===== config.mk =====
export PLATFORM = sky130hd
export DESIGN_NAME = bpc_sequencer
export DESIGN_NICKNAME = d
export VERILOG_FILES = /design/src/rtl/bpc_pkg.sv /design/src/rtl/bpc_cond_eval.sv /design/src/rtl/bpc_irq_arbiter.sv /design/src/rtl/bpc_stack_port.sv /design/src/rtl/bpc_sequencer.sv
export SDC_FILE = /design/constraint.sdc
export NUM_CORES = 1
export LEC_CHECK = 0
export ABC_CLOCK_PERIOD_IN_PS = 2000
export CORE_MARGIN = 4
export CORE_UTILIZATION = 30
export CTS_BUF_LIST = sky130_fd_sc_hd__clkbuf_2
export DETAILED_ROUTE_END_ITERATION = 8
export DONT_BUFFER_PORTS = 1
export MAX_ROUTING_LAYER = met4
export PLACE_DENSITY = 0.44
export SYNTH_ARGS = -nofsm -noshare
export SYNTH_HDL_FRONTEND = slang
export SYNTH_SLANG_ARGS = --single-unit

===== constraint.sdc =====
create_clock -name clk -period 2 [get_ports clk]
set_input_delay 0 -clock clk [delete_from_list [all_inputs] [get_ports clk]]
set_output_delay 0 -clock clk [all_outputs]
set_load 0.05 [all_outputs]

===== src/rtl/bpc_pkg.sv =====
package bpc_pkg;

    localparam int AW    = 16;
    localparam int DW    = 8;
    localparam int N_IRQ = 4;

    typedef logic [AW-1:0] addr_t;
    typedef logic [DW-1:0] byte_t;

    typedef enum logic [3:0] {
        BR_NONE    = 4'd0,
        BR_JMP     = 4'd1,
        BR_JCOND   = 4'd2,
        BR_CALL    = 4'd3,
        BR_CCOND   = 4'd4,
        BR_RET     = 4'd5,
        BR_RCOND   = 4'd6,
        BR_LOADHL  = 4'd7,
        BR_RESTART = 4'd8
    } br_op_e;

    typedef struct packed {
        logic sign;
        logic zero;
        logic parity;
        logic carry;
    } flags_t;

    typedef enum logic [2:0] {
        ST_IDLE,
        ST_PUSH_HI,
        ST_PUSH_LO,
        ST_POP_LO,
        ST_POP_HI
    } seq_state_e;

    typedef struct packed {
        logic  push;
        logic  pop;
        addr_t next_pc;
        addr_t target;
        addr_t ret_addr;
    } plan_t;

    // Software restart slot n lands on n*8.
    function automatic addr_t restart_vec(input logic [2:0] n);
        return {{(AW-6){1'b0}}, n, 3'b000};
    endfunction

    // Interrupt level i sits four bytes above a restart slot:
    // level 3 above slot 4, levels 0..2 above slots 5..7.
    function automatic addr_t irq_vec(input int i);
        logic [2:0] slot;
        slot = (i == N_IRQ-1) ? 3'd4 : 3'(i + 5);
        return {{(AW-6){1'b0}}, slot, 3'b100};
    endfunction

endpackage


===== src/rtl/bpc_cond_eval.sv =====
module bpc_cond_eval
    import bpc_pkg::*;
(
    input  logic [2:0] sel,
    input  flags_t     flags,
    output logic       taken
);
    // sel[2:1] picks the flag, sel[0] gives the value it must have.
    logic [3:0] pick;

    assign pick  = {flags.sign, flags.parity, flags.carry, flags.zero};
    assign taken = (pick[sel[2:1]] == sel[0]);

endmodule


===== src/rtl/bpc_irq_arbiter.sv =====
module bpc_irq_arbiter
    import bpc_pkg::*;
#(
    parameter int N = N_IRQ
)
(
    input  logic         clk,
    input  logic         rst,
    input  logic         en,
    input  logic [N-1:0] req,
    output logic [N-1:0] ack,
    output logic         fire,
    output addr_t        vector
);
    logic [N-1:0] win;

    // Highest index wins.
    for (genvar i = 0; i < N; i++) begin : g_pri
        if (i == N-1) begin : g_top
            assign win[i] = req[i];
        end else begin : g_low
            assign win[i] = req[i] & ~(|req[N-1:i+1]);
        end
    end

    assign ack  = en ? win : '0;
    assign fire = en & (|req);

    always_comb begin
        vector = '0;
        for (int i = 0; i < N; i++) begin
            if (win[i]) vector = irq_vec(i);
        end
    end

    a_r9_ack_onehot: assert property (@(posedge clk) disable iff (rst)
        $onehot0(ack));

    for (genvar i = 0; i < N; i++) begin : g_chk
        a_r9_ack_has_req: assert property (@(posedge clk) disable iff (rst)
            ack[i] |-> (req[i] && fire));
    end

endmodule


===== src/rtl/bpc_stack_port.sv =====
module bpc_stack_port
    import bpc_pkg::*;
#(
    parameter addr_t SP_RESET = '1
)
(
    input  logic       clk,
    input  logic       rst,
    input  seq_state_e state,
    input  addr_t      ret_addr,
    output addr_t      sp,
    output addr_t      mem_addr,
    output logic       mem_we,
    output logic       mem_re,
    output byte_t      mem_wdata
);
    localparam addr_t ONE = addr_t'(1);
    localparam addr_t TWO = addr_t'(2);

    // Stack grows downward; high byte sits at the higher address.
    always_comb begin
        mem_addr  = sp;
        mem_we    = 1'b0;
        mem_re    = 1'b0;
        mem_wdata = '0;
        unique case (state)
            ST_PUSH_HI: begin
                mem_addr  = sp - ONE;
                mem_we    = 1'b1;
                mem_wdata = ret_addr[AW-1:DW];
            end
            ST_PUSH_LO: begin
                mem_addr  = sp - TWO;
                mem_we    = 1'b1;
                mem_wdata = ret_addr[DW-1:0];
            end
            ST_POP_LO: begin
                mem_addr = sp;
                mem_re   = 1'b1;
            end
            ST_POP_HI: begin
                mem_addr = sp + ONE;
                mem_re   = 1'b1;
            end
            default: ;
        endcase
    end

    always_ff @(posedge clk) begin
        if (rst) begin
            sp <= SP_RESET;
        end else if (state == ST_PUSH_LO) begin
            sp <= sp - TWO;
        end else if (state == ST_POP_HI) begin
            sp <= sp + TWO;
        end
    end

    a_r4_sp_step: assert property (@(posedge clk) disable iff (rst)
        1'b1 |=> (sp == $past(sp) || sp == $past(sp) - TWO || sp == $past(sp) + TWO));

    a_r5_port_exclusive: assert property (@(posedge clk) disable iff (rst)
        !(mem_we && mem_re));

endmodule


===== src/rtl/bpc_sequencer.sv =====
module bpc_sequencer
    import bpc_pkg::*;
#(
    parameter addr_t PC_RESET  = '0,
    parameter addr_t SP_RESET  = '1,
    parameter int    LONG_LEN  = 3,
    parameter int    SHORT_LEN = 1
)
(
    input  logic        clk,
    input  logic        rst,
    input  logic        op_valid,
    input  logic [3:0]  op,
    input  logic [2:0]  cond_sel,
    input  logic        flag_sign,
    input  logic        flag_zero,
    input  logic        flag_parity,
    input  logic        flag_carry,
    input  logic [15:0] operand,
    input  logic [7:0]  reg_h,
    input  logic [7:0]  reg_l,
    input  logic [2:0]  rst_idx,
    input  logic [3:0]  irq_req,
    output logic [3:0]  irq_ack,
    output logic        ready,
    output logic [15:0] pc,
    output logic [15:0] sp,
    output logic [15:0] mem_addr,
    output logic        mem_we,
    output logic [7:0]  mem_wdata,
    output logic        mem_re,
    input  logic [7:0]  mem_rdata
);
    localparam addr_t LONG_STEP  = addr_t'(LONG_LEN);
    localparam addr_t SHORT_STEP = addr_t'(SHORT_LEN);

    seq_state_e state;
    addr_t      ret_q;
    addr_t      tgt_q;
    byte_t      lo_q;
    logic       taken;
    logic       irq_fire;
    addr_t      irq_target;
    flags_t     flg;
    plan_t      plan;

    assign flg   = '{sign: flag_sign, zero: flag_zero, parity: flag_parity, carry: flag_carry};
    assign ready = (state == ST_IDLE);

    bpc_cond_eval u_cond (
        .sel   (cond_sel),
        .flags (flg),
        .taken (taken)
    );

    bpc_irq_arbiter #(.N(N_IRQ)) u_arb (
        .clk    (clk),
        .rst    (rst),
        .en     (ready),
        .req    (irq_req),
        .ack    (irq_ack),
        .fire   (irq_fire),
        .vector (irq_target)
    );

    bpc_stack_port #(.SP_RESET(SP_RESET)) u_stk (
        .clk       (clk),
        .rst       (rst),
        .state     (state),
        .ret_addr  (ret_q),
        .sp        (sp),
        .mem_addr  (mem_addr),
        .mem_we    (mem_we),
        .mem_re    (mem_re),
        .mem_wdata (mem_wdata)
    );

    // Decision for the request presented in a ready cycle.
    always_comb begin
        plan = '{push: 1'b0, pop: 1'b0, next_pc: pc, target: pc, ret_addr: pc};
        if (irq_fire) begin
            // interrupt saves the current pc and beats any op.
            plan.push     = 1'b1;
            plan.target   = irq_target;
            plan.ret_addr = pc;
        end else if (op_valid) begin
            unique case (br_op_e'(op))
                BR_JMP:    plan.next_pc = operand;
                BR_JCOND:  plan.next_pc = taken ? operand : pc + LONG_STEP;
                BR_CALL: begin
                    plan.push     = 1'b1;
                    plan.target   = operand;
                    plan.ret_addr = pc + LONG_STEP;
                end
                BR_CCOND: begin
                    plan.push     = taken;
                    plan.target   = operand;
                    plan.ret_addr = pc + LONG_STEP;
                    plan.next_pc  = pc + LONG_STEP;
                end
                BR_RET:    plan.pop = 1'b1;
                BR_RCOND: begin
                    plan.pop     = taken;
                    plan.next_pc = pc + SHORT_STEP;
                end
                BR_LOADHL: plan.next_pc = {reg_h, reg_l};
                BR_RESTART: begin
                    plan.push     = 1'b1;
                    plan.target   = restart_vec(rst_idx);
                    plan.ret_addr = pc + SHORT_STEP;
                end
                default: ;
            endcase
        end
    end

    always_ff @(posedge clk) begin
        if (rst) begin
            state <= ST_IDLE;
            pc    <= PC_RESET;
            ret_q <= '0;
            tgt_q <= '0;
            lo_q  <= '0;
        end else begin
            unique case (state)
                ST_IDLE: begin
                    if (plan.push) begin
                        ret_q <= plan.ret_addr;
                        tgt_q <= plan.target;
                        state <= ST_PUSH_HI;
                    end else if (plan.pop) begin
                        state <= ST_POP_LO;
                    end else begin
                        pc <= plan.next_pc;
                    end
                end
                ST_PUSH_HI: state <= ST_PUSH_LO;
                ST_PUSH_LO: begin
                    pc    <= tgt_q;
                    state <= ST_IDLE;
                end
                ST_POP_LO: begin
                    lo_q  <= mem_rdata;
                    state <= ST_POP_HI;
                end
                ST_POP_HI: begin
                    pc    <= {mem_rdata, lo_q};
                    state <= ST_IDLE;
                end
                default: state <= ST_IDLE;
            endcase
        end
    end

    a_r11_busy_span: assert property (@(posedge clk) disable iff (rst)
        $fell(ready) |=> (!ready ##1 ready));

    a_r4_pc_held_mid_transfer: assert property (@(posedge clk) disable iff (rst)
        (state == ST_PUSH_HI || state == ST_POP_LO) |=> $stable(pc));

    a_r10_irq_starts_push: assert property (@(posedge clk) disable iff (rst)
        (|irq_ack) |=> (mem_we && !ready));

    a_r12_unknown_noop: assert property (@(posedge clk) disable iff (rst)
        (ready && op_valid && !(|irq_req) && (op == 4'd0 || op > 4'd8))
            |=> ($stable(pc) && $stable(sp) && ready));

endmodule


### Word level (Yosys, flattened, before mapping)

Index checks and enable logic that the tools add are counted.

* register bits after elaboration: 75
* bits in latches: 0
* RAM bits: 0
* memory bits (read-only): 0
* input port bits: 61
* output and inout port bits: 63
* word-level logic and storage cells: 79
* memories kept: 0

* $add $sub $neg: 6
* multiply operators: 0
* divide/modulo/power cells: 0
* $lt $le $gt $ge: 1
* equality and inequality tests: 19
* shift-type cells: 0
* muxes and demuxes: 28
* bitwise operators: 7
* reduce and logical (&&, ||, !) cells: 12

Operators by type and width (number)
* 2-to-1 mux 16 bit: 8
* one-hot mux 16 bit (3 select lines): 2
* one-hot mux 16 bit (5 select lines): 1
* one-hot mux 32 bit (2 select lines): 1
* 2-to-1 mux 50 bit: 1
* adder 16 x 1 -> 16 bit (second input constant): 2
* adder 16 x 2 -> 16 bit (second input constant): 2
* 2-to-1 mux 32 bit: 1
* 2-to-1 mux 17 bit: 1
* equality test 4 x 3 -> 1 bit (second input constant): 4
* one-hot mux 8 bit (2 select lines): 1
* subtractor 16 x 1 -> 16 bit (second input constant): 1
* subtractor 16 x 2 -> 16 bit (second input constant): 1
* OR reduction 2 bit: 5
* one-hot mux 3 bit (3 select lines): 1
* equality test 4 x 2 -> 1 bit (second input constant): 2
* != test 2 bit (second input constant): 4
* equality test 3 x 2 -> 1 bit (second input constant): 2
* 2-to-1 mux 3 bit: 2
* 2-to-1 mux 6 bit: 1
* != test 6 bit (second input constant): 1
* AND reduction 6 bit: 1
* bitwise AND 1 bit: 4
* equality test 4 x 1 -> 1 bit (second input constant): 1
* other kinds (17): 23

### Longest topological paths before layout

Gate-level depths: netlist of run 1.

* depth after elaboration: 10
* gate-level depth with buffers: 10
* depth with buffers taken out: 8

### Modules after synthesis

A second synthesis of run 1 with hierarchy kept.

* cell total of the unflattened synthesis: 772
* area, all modules: 5866.9 sq um

Modules (own cells, without submodules)
* bpc_sequencer: instances 1, cells each 577, area each 4399.2 sq um, sequential area each 1181.1 sq um
* bpc_stack_port: instances 1, cells each 168, area each 1253.7 sq um, sequential area each 300.3 sq um
* bpc_irq_arbiter: instances 1, cells each 25, area each 182.7 sq um, sequential area each 0.0 sq um
* bpc_cond_eval: instances 1, cells each 2, area each 31.3 sq um, sequential area each 0.0 sq um

### Worst setup path before layout of run 1

OpenSTA, ideal clock, no wires.

* path type: register -> register
* start point: register u_stk.sp[3]
* end point: register u_stk.sp[10]
* library setup time: 0.064 ns
* arrival time: 3.024 ns
* data required time: 1.936 ns
* slack: -1.088 ns
* cell stages (with the launch flop): 7
* buffers on the path: 1
* clock period less this slack: 3.088 ns
* path through: dfxtp_1 clkbuf_1 and4_1 and4_1 a311oi_1 a221oi_1 or2_2

* longest elaborated chain between the ends: 3
* elaborated cells on any way between the ends: 4
* classes of those cells: add/sub (2); mux (2)

Ends and longest elaborated chain
* from (decl): line bpc_stack_port.sv:11 `output addr_t sp,`
* from (signal assigned): line bpc_stack_port.sv:53 `sp <= sp - TWO;`
* from (signal assigned): line bpc_stack_port.sv:55 `sp <= sp + TWO;`
* adder 16 x 2 -> 16 bit: line bpc_stack_port.sv:55
* 2-to-1 mux 16 bit: line bpc_stack_port.sv:54 `end else if (state == ST_POP_HI) begin`
* 2-to-1 mux 16 bit *: line bpc_stack_port.sv:52 `end else if (state == ST_PUSH_LO) begin`

Mark *: on every way between the ends. The rest lies on a longest branch, timed or not. The select of a mux whose other input is x is not followed.
A chain may end at the register's enable or synchronous reset.

### Worst setup path after layout of run 1

* start point: register state[0]
* end point: output port mem_addr[15]

* longest elaborated chain between the ends: 2
* elaborated cells on any way between the ends: 4
* classes of those cells: eq/ne (3); mux (1)

Ends and longest elaborated chain
* from (decl): line bpc_sequencer.sv:37 `seq_state_e state;`
* from (signal assigned): line bpc_sequencer.sv:119 `state <= ST_IDLE;`
* from (signal assigned): line bpc_sequencer.sv:130 `state <= ST_PUSH_HI;`
* from (signal assigned): line bpc_sequencer.sv:132 `state <= ST_POP_LO;`
* equality test 3 bit, or another cell as far along: line bpc_stack_port.sv:26 `unique case (state)`
* one-hot mux 16 bit (3 select lines) *: line bpc_stack_port.sv:26
* to (decl): line bpc_sequencer.sv:28 `output logic [15:0] mem_addr,`

Mark *: on every way between the ends. The rest lies on a longest branch, timed or not.

==> out/results.ini, run 1 <==
[layout]
fill_cells=1655
drive_gt1_share_pct=54.3
antennaDiodeCount=0
stdcell_count=1244
final_util_pct=56.4
final_nets=1070
synthToLayoutAreaGrowth_pct=85.2
post-route-cell-area_um2=10500

[grt]
grt_usage_pct=27.3
grt_antenna_before_repair=0
grt_max_degree=68
grt.overflow.total=0
grt_pass1_vias=7098
grt_pass1_wl_um=43900

[synthesis]
synth_edf_count=0
syn_area_per_cell_um2=7.81
syn_nets=792
ys_seq_elements=74
syn_area_um2=5680
seq_area_frac_synth_pct=26.1
netlist_instances=727
synth_warnings=0
ys_types=89
async_flop_share_pct=0
ys.flop_type=dfxtp_1

[drt]
routed_via_density=5.82
drc=0
routed_wl_um=29800
avgRoutedWirePerCell_um=24.0
drtAntennaViolNets=0
dr.pass1.iters=7
vias=7245
drtIter0Drc=586

[hold_path]
hold_path_class=input pin to register
hp-start=op[0]
hold_depth=5
min_to=pc[0]

[clocking]
clock_sinks=74
path_clk_slew_ns=0.24
root_buffer=clkbuf_2
cts_tree=done
cts.path.max_buffers=2
cts-buffers-inserted=9
htree_levels=3
insertion_delay_ns=0.57

[sta]
rsz0062_at_grt=yes
slew_headroom_pct=60.0
worst_clock_skew_ns=0.0257
finalSetupTns_ns=-10.91
worst_slew_pin_slew_ns=0.600
holdWs_ns=0.0268
hold_viol_final=0
fin_crit_sh_pct=127
finalCriticalPeriod_ns=2.54
fmax_mhz=393
maxSlewViolCount=0
fin_ws_ns=-0.542
setup_viol=69

[die]
ios=124
fp.dieArea_um2=21200
die_height_um=146
start_util_pct=30.4
die_w_um=146
core_um2=18600
rows=50

[placed_design]
dp_slack_ns=-0.611
numPortBuffers=0
hpwl_um=20900
dp.cells=1104
place_area_um2=7680
routabilityCongestion=0.988

[worst_setup_path]
critPathLaunchType=register
critPathKind=register to output port
crit_fanout=10
worst_r2r_endpoint=pc[10]
rrSetupSlack_ns=-0.21
r2r-start=state[0]
crit_path_end_kind=output port
required_ns=2.00
r2r_cells=12
timing.critical_path.arrival_ns=2.54

[power_and_ir_drop]
leakage_nw=3.87
ir_drop_mv=0.322
total_power_mw=5.29
p_per_area_nw_per_um2=503

[status]
violations=setup timing
outcome=finished, violations left

[run]
cap_violations=0

## cells by family after synthesis
group / Yosys count / share of synthesized area [%]
multiplexers: 5 / 1.12
AND/OR/NAND/NOR: 277 / 25.8
AO/OA/AOI/OAI: 236 / 32.3
adder cells (fa/ha/maj): 4 / 0.882
other: 1 / 0.0661
buffers and inverters: 84 / 6.64
flip-flops: 74 / 26.1
XOR/XNOR: 46 / 7.10
## worst max-delay path, cell delays in order, from the launching register on
cell	delay (ns)
dfxtp_2	0.38
buf_6	0.13
buf_6	0.14
nand4bb_4	0.23
or3_4	0.42
nor3b_2	0.19
a41oi_2	0.09
xnor2_4	0.22
buf_6	0.18
## synth_stat cells (14+ instances only)
master    count  area share (%)
a21oi_1      44             3.9
o21ai_0      28             2.5
xor2_1       16             2.5
inv_1        16             1.1
a22o_1       14             2.2
nand3_1      33             2.9
xnor2_1      30             4.6
a22oi_1      22             2.9
nand2_1      68             4.5
nor2_1       62             4.1
buf_2        16             1.4
clkbuf_1     36             2.4
dfxtp_1      74              26
## layout make-up
| class | instances | area [µm²] | share of cell area (%) |
|---|---|---|---|
| clock buffer | 11 | 55.1 | 0.524 |
| clock inverter | 5 | 78.8 | 0.750 |
| inverter | 17 | 78.8 | 0.750 |
| multi-input combinational | 571 | 5130 | 48.8 |
| sequential | 74 | 1540 | 14.7 |
| tap | 234 | 293 | 2.79 |
| timing repair buffer | 332 | 3330 | 31.7 |
## where the power goes
group          total, mW  switching (mW)  internal [mW]
Clock               1.02           0.601          0.424
Combinational       2.59            1.39           1.21
Sequential          1.67           0.103           1.57
## sequential cells by signal (all words and copies together) (netlist names)
| name | count |
|---|---|
| pc | 16 |
| ret_q | 16 |
| tgt_q | 16 |
| u_stk.sp | 15 |
| lo_q | 8 |
| state | 3 |
## layout by cell type, fill, tap and decap left out, types with 10 or more instances in the layout
master | netlist | routed
a22oi_1 | 22 | 16
nor2_1 | 62 | 46
o21ai_0 | 28 | 17
a21oi_2 | 11 | 22
a211oi_2 | 5 | 13
dlygate4sd3_1 | 0 | 51
buf_12 | 0 | 19
clkbuf_2 | 0 | 11
xnor2_2 | 0 | 11
nand3_1 | 33 | 18
dfxtp_2 | 0 | 14
nand3_2 | 0 | 10
nand4_1 | 10 | 10
dfxtp_1 | 74 | 49
nand2_1 | 68 | 55
buf_6 | 2 | 74
buf_4 | 7 | 175
nand2_2 | 1 | 11
dfxtp_4 | 0 | 11
inv_1 | 16 | 14
a21oi_4 | 1 | 10
xnor2_1 | 30 | 15
a21oi_1 | 44 | 25
a22o_1 | 14 | 14
a311oi_2 | 8 | 14
nor2_2 | 1 | 10
## worst max-delay path by stage
stage / slack [ns] / start / endpoint
final: -0.54 / state[0] / mem_addr[15]
after global routing: -0.67 / u_stk.sp[6] / mem_addr[15]
after CTS: -0.60 / u_stk.sp[6] / mem_addr[15]
after detailed placement: -0.61 / state[1] / ret_q[14]
after global placement: -0.64 / state[1] / ret_q[14]
after floorplan: -0.50 / u_stk.sp[3] / u_stk.sp[13]
## repair_timing
| item | 4_1_cts | 5_1_grt |
|---|---|---|
| hold endpoints to repair | 74 | 0 |
| hold buffers | 52 | 0 |
| gates resized for setup | 171 | 143 |
| buffers inserted | 55 | 16 |
| pin swaps | 70 | 68 |
| gates cloned | 10 | 4 |
| endpoints found under the setup margin | 75 | 81 |
## metal layers
metal  wire, µm  vias to the layer above  part of all wire (%)  global-route usage [%]
li1           -                     3296                     -                       -
met1      13000                     3584                    43                    35.8
met2      14000                      305                    47                    42.7
met3       1890                       60                   6.3                    5.36
met4        964                        0                   3.2                    8.69
met5          0                        -                     0                       -
Power figures use the tool's default switching activity.
==> run 2: changes to the inputs <==
PLACE_DENSITY = unset   (was 0.44)
PLACE_DENSITY_LB_ADDON = 0.12   (was unset)
==> run 2 against run 1 <==
Against the previous run:
- the run ends with DRC, setup timing left
- final cell count fell by 1.9%
- combinational power fell by 9.3%
- via count fell by 0.66%
- global-route usage fell by 1.3 points
- critical path depth fell by 2
- sequential power barely moved
- sequential share of layout area rose by 0.42 points
- non-clock buffer count fell by 24
- clock-buffer cell count fell by 2
- cell area fell by 2.9%
- critical endpoint is now mem_addr[13]
- largest power group unchanged
==> out/results.ini, run 2 (same netlist as run 1, synthesis figures left out) <==
[clocking]
path_clk_slew_ns=0.23  ; about the same
root_buffer=clkbuf_2
cts_tree=done
clock_sinks=74  ; unchanged
insertion_delay_ns=0.61  ; +0.04 ns
cts.path.max_buffers=2  ; unchanged
htree_levels=3  ; unchanged
cts-buffers-inserted=9  ; unchanged

[grt]
grt.overflow.total=0  ; unchanged
grt_antenna_before_repair=1  ; +1
grt_pass1_wl_um=42200  ; -3.8%
grt_pass1_vias=7049  ; -0.69%
grt_usage_pct=26.1  ; -1.3 points
grt_max_degree=68  ; unchanged

[drt]
routed_wl_um=28700  ; -3.8%
routed_via_density=5.90  ; +1.3%
vias=7197  ; -0.66%
avgRoutedWirePerCell_um=23.5  ; -1.9%
dr.pass1.iters=9  ; +2
drtIter0Drc=617  ; +5.3%
drtAntennaViolNets=0  ; unchanged
drc=18  ; +18

[hold_path]
hold_path_class=input pin to register

[worst_setup_path]
path_cells=or4_4 > or3_4 > nor4_2 > a31oi_2 > xnor2_2 > buf_6
timing.critical_path.arrival_ns=2.56  ; +0.02 ns
max_stage_delay_ns=0.53  ; +0.11 ns
crit_fanout=4  ; -6
slowest_stage=or4_4
crit_path_end_kind=output port
critPathLaunchType=register
critPathKind=register to output port
required_ns=2.00  ; about the same

[power_and_ir_drop]
p_per_area_nw_per_um2=498  ; -1.2%
leakage_nw=3.74  ; -3.4%
power.clock.fraction_pct=20.7  ; +1.3 points
p_int_mw=3.05  ; -4.9%
p_comb_share_pct=46.3  ; -2.7 points
ir_drop_mv=0.257  ; -20%
p_sw_mw=2.03  ; -2.8%
power_frac_seq_pct=33.0  ; +1.4 points
swShare_pct=40.0  ; +0.51 points

[die]
core_um2=18600  ; unchanged
die_w_um=146  ; unchanged
start_util_pct=30.4  ; unchanged
die_height_um=146  ; unchanged
rows=50  ; unchanged
fp.dieArea_um2=21200  ; unchanged
ios=124  ; unchanged

[placed_design]
routabilityCongestion=0.962  ; -2.6%
place_area_um2=7480  ; -2.6%
dp_slack_ns=-0.242  ; +0.369 ns
numPortBuffers=0  ; unchanged
hpwl_um=20100  ; -3.6%

[sta]
hold_viol_final=0  ; unchanged
fin_ws_ns=-0.558  ; -0.0153 ns
setup_viol=51  ; -26%
fmax_mhz=391  ; -0.60%
fin_crit_sh_pct=128  ; +0.77 points
maxSlewViolCount=0  ; unchanged
slew_headroom_pct=58.4  ; -1.7 points
worst_clock_skew_ns=0.0570  ; +0.0314 ns
rsz0062_at_grt=yes
worst_slew_pin_slew_ns=0.624  ; +0.0243 ns
finalCriticalPeriod_ns=2.56  ; +0.0153 ns

[layout]
post-route-cell-area_um2=10200  ; -2.9%
fill_cells=1666  ; +0.66%
final_cell_mix=161 x buf_4, 63 x buf_6, 60 x nand2_1
final_nets=1045  ; -2.3%
top_regs=pc (16), ret_q (16), tgt_q (16)
drive_gt1_share_pct=51.4  ; -2.9 points
multi_input_area_um2=5030  ; -2.0%
synthToLayoutAreaGrowth_pct=79.7
regArea_um2=1540  ; -0.16%
layout_commonest_cell=buf_4

[status]
violations=DRC, setup timing
outcome=finished, violations left

[run]
cap_violations=0  ; unchanged

[run 2: cell type report]
class / instances / area share (%)
antenna: 1 / 0.0245
clock buffer: 9 / 0.442
clock inverter: 7 / 0.908
inverter: 17 / 0.773
multi-input combinational: 570 / 49.3
sequential: 74 / 15.1
tap: 234 / 2.87
timing repair buffer: 308 / 30.6
[run 2: power groups by stage]
stage	logic, mW	registers [mW]	clock network, mW
6_report	2.35	1.67	1.05
5_1_grt	2.45	1.69	1.10
4_1_cts	2.02	1.66	1.06
3_5_place_dp	1.57	1.68	0
3_3_place_gp	1.57	1.68	0
2_1_floorplan	0.966	1.75	0
[run 2: what timing repair did]
item	CTS	global route
cloned	7	5
pin swaps	57	73
hold buffers	53	1
endpoints found under the hold margin	74	1
endpoints found under the setup margin	54	75
resized for setup	159	133
setup buffers	43	23
[run 2: metal layers]
layer  routed length, µm  track usage, %
met3                1920            4.98
met5                   0               -
met1               12000            32.4
met4                1460            12.8
met2               13300            40.7
[run 2: through the flow]
| stage | util (%) | total power, mW | instances | hold WS [ns] | TNS, ns |
|---|---|---|---|---|---|
| finish | 54.7 | 5.08 | 1220 | 0.0449 | -6.45 |
| floorplan | - | 2.72 | 727 | 0.101 | -2.94 |
| global route | 54.7 | 5.24 | 1220 | 0.000512 | -11.32 |
| CTS | 50.3 | 4.74 | 1194 | 0.00170 | -5.81 |
| global placement | 40.1 | 3.25 | 1076 | 0.0765 | -2.46 |
| detailed placement | 40.1 | 3.26 | 1076 | 0.0814 | -3.01 |
[run 2: path summary, 6_finish.rpt]
path / start / end / slack [ns] / cells after the start
max: u_stk.sp[3] / mem_addr[13] / -0.56 / 6
max reg2reg: state[0] / ret_q[13] / -0.14 / 8
min: op[3] / ret_q[15] / 0.04 / 4
min reg2reg: tgt_q[9] / tgt_q[9] / 0.47 / 2
[run 2: worst max-delay path: cells and delay by family, from the launching register on]
family / cells / cell delay, ns
compound gates: 1 / 0.09
xor+xnor: 1 / 0.22
buf+inv: 1 / 0.18
flops: 1 / 0.39
simple gates: 3 / 1.09
==> run 3: changes to the inputs <==
ABC_AREA = 1   (was unset)
CORE_ASPECT_RATIO = 0.8   (was unset)
==> run 3 against run 2 <==
Against the previous run:
- the run ends with setup timing left
- worst setup slack improved by 0.13 ns
- utilization is 8.5 points lower
- sequential cell count unchanged
==> out/results.ini, run 3 <==
[status]
outcome=finished, violations left
violations=setup timing

[drt]
routed_wl_um=28600  ; -0.23%
avgRoutedWirePerCell_um=18.1  ; -23%
dr.pass1.iters=5  ; -4
vias=7996  ; +11%
routed_via_density=5.07  ; -14%
drc=0  ; -18
drtAntennaViolNets=0  ; unchanged
drtIter0Drc=620  ; +0.49%

[layout]
final_nets=1368  ; +31%
final_util_pct=46.2  ; -8.5 points
drive_gt1_share_pct=28.4  ; -23 points
layout_commonest_cell=nand2_1
post-route-cell-area_um2=9540  ; -6.4%
final_cell_mix=258 x nand2_1, 136 x inv_1, 117 x nor2_1
top_regs=pc (16), ret_q (16), tgt_q (16)
fill_cells=2211  ; +33%
synthToLayoutAreaGrowth_pct=51.7

[worst_setup_path]
slowest_stage=dfxtp_4
critPathLaunchType=register
required_ns=2.00  ; about the same
r2r-start=state[1]
startpoint=u_stk.sp[1]
rrSetupSlack_ns=-0.15  ; about the same
cpMostUsedCell=buf_4
crit_path_end_kind=output port
crit_fanout=4  ; unchanged
critPathKind=register to output port
r2r_cells=13  ; +5
max_stage_delay_ns=0.43  ; -0.10 ns
timing.critical_path.arrival_ns=2.43  ; -0.13 ns
path_cells=inv_4 > buf_4 > buf_4 > nand4_1 > nor3_1 > buf_4 > and3_1 > or2_2 > nand3_2 > nand3_2 > buf_12

[clocking]
htree_levels=3  ; unchanged
path_clk_slew_ns=0.25  ; +0.02 ns
cts-buffers-inserted=9  ; unchanged
root_buffer=clkbuf_2
clock_sinks=74  ; unchanged
cts_tree=done
insertion_delay_ns=0.59  ; -0.02 ns
cts.path.max_buffers=2  ; unchanged

[sta]
fmax_mhz=412  ; +5.3%
fin_crit_sh_pct=121  ; -6.4 points
worst_clock_skew_ns=0.0410  ; -0.0160 ns
slew_headroom_pct=32.1  ; -26 points
worst_slew_pin_slew_ns=1.02  ; +0.392 ns
rsz0062_at_grt=yes
finalCriticalPeriod_ns=2.43  ; -0.128 ns
hold_viol_final=0  ; unchanged
setup_viol=46  ; -9.8%
fin_ws_ns=-0.429  ; +0.128 ns
maxSlewViolCount=0  ; unchanged

[synthesis]
synthAdderAreaFrac_pct=0.796  ; -0.086 points
syn_area_per_cell_um2=5.61  ; -28%
yosysMostFrequentCell=nand2_1
synth.largest_area_cell=dfxtp_1
netlist_instances=1121  ; +54%
yosys-top-cells-area=dfxtp_1 24%, nand2_1 18%, nand3_1 9.4%
ys.flop_type=dfxtp_1
synth_simple_gate_area_share_pct=43.0  ; +17 points
synth_warnings=0  ; unchanged
synth_common_cells=307 x nand2_1, 150 x inv_1, 138 x nor2_1
syn_nets=1186  ; +50%
synth_edf_count=0  ; unchanged
synth_top_family_by_area=simple AND/OR/NAND/NOR gates
ys_seq_elements=74  ; unchanged
synth_compound_area_share_pct=16.4  ; -16 points
ys_types=45  ; -49%
seq_area_frac_synth_pct=23.6  ; -2.5 points
syn_area_um2=6290  ; +11%
synthMuxAreaShare_pct=0  ; -1.1 points
synth_xor_area_share_pct=2.51  ; -4.6 points
synth_top_area_share_pct=23.6  ; -2.5 points
async_flop_share_pct=0  ; unchanged

[die]
rows=47  ; -6.0%
die_w_um=170  ; +17%
die_height_um=138  ; -5.5%
core_um2=20600  ; +11%
fp.dieArea_um2=23400  ; +10%
ios=124  ; unchanged
start_util_pct=30.5  ; about the same

[grt]
grt_usage_pct=23.1  ; -2.9 points
grt_max_degree=49  ; -28%
grt.overflow.total=0  ; unchanged
grt_antenna_before_repair=1  ; unchanged
grt_pass1_vias=7225  ; +2.5%
grt_pass1_wl_um=40800  ; -3.3%

[placed_design]
place_area_um2=7420  ; -0.92%
numPortBuffers=0  ; unchanged
routabilityCongestion=1.01  ; +5.0%
hpwl_um=20200  ; +0.47%

[power_and_ir_drop]
leakage_nw=4.29  ; +15%
ir_drop_mv=0.924  ; +260%
total_power_mw=14.7  ; +190%
p_per_area_nw_per_um2=1540  ; +210%

[hold_path]
hp-start=cond_sel[2]
hold_path_class=input pin to register
hold_depth=6  ; +2

[run]
cap_violations=0  ; unchanged

run 3: logic make-up (layout without fill, tap and decap cells):
family          Yosys count  count (layout)
compound gates          189             189
xor+xnor                 18              18
fa+ha+maj                 4               4
buf+inv                 211             397
flops                    74              74
other cells               1               2
simple gates            624             625
run 3: through the flow:
step | worst slack [ns] | hold slack, ns | TNS (ns) | instances
finish | -0.429 | 0.0543 | -6.37 | 1578
global route | -0.590 | 0.0559 | -14.24 | 1578
CTS | -0.490 | 0.00549 | -4.39 | 1536
detailed placement | -0.0149 | 0.0715 | -0.0149 | 1449
global placement | -0.00767 | 0.0708 | -0.0112 | 1449
floorplan | -0.0569 | 0.0691 | -0.0583 | 1121
run 3: routing by layer:
layer	global-route usage (%)	up-vias	share of wire, %
li1	-	3960	-
met1	32.7	3700	48
met2	34.8	306	42
met3	3.79	30	7.8
met4	4.83	0	1.7
met5	-	-	0
run 3: timing repair:
action,in CTS,in global routing
setup endpoints to repair,38,81
hold buffers,56,0
gates resized for setup,75,210
hold endpoints to repair,61,0
pin swaps,18,48
cloned,0,9
setup buffers,18,32
run 3: final cells by class:
cell class | count | area, µm² | area share (%)
Clock inverter | 7 | 91.3 | 0.957
Clock buffer | 9 | 45.0 | 0.472
Timing Repair Buffer | 217 | 2250 | 23.6
Tap cell | 269 | 337 | 3.53
Multi-Input combinational cell | 837 | 4660 | 48.9
Inverter | 164 | 639 | 6.70
Sequential cell | 74 | 1520 | 15.9
Antenna cell | 1 | 2.50 | 0.0262
run 3: critical path, delay by kind of cell (launching register included):
family        cells  cell delay (ns)
flops             1             0.43
buf+inv           5             0.62
simple gates      6             0.81
run 3: power breakdown:
part	internal (mW)	switching (mW)	total, mW
clock	0.413	0.633	1.05
combinational	4.27	6.85	11.1
sequential	2.02	0.516	2.54
run 3: path summary, 6_finish.rpt:
path                  end
min reg2reg     tgt_q[13]
min              tgt_q[3]
max reg2reg     ret_q[11]
max          mem_addr[14]
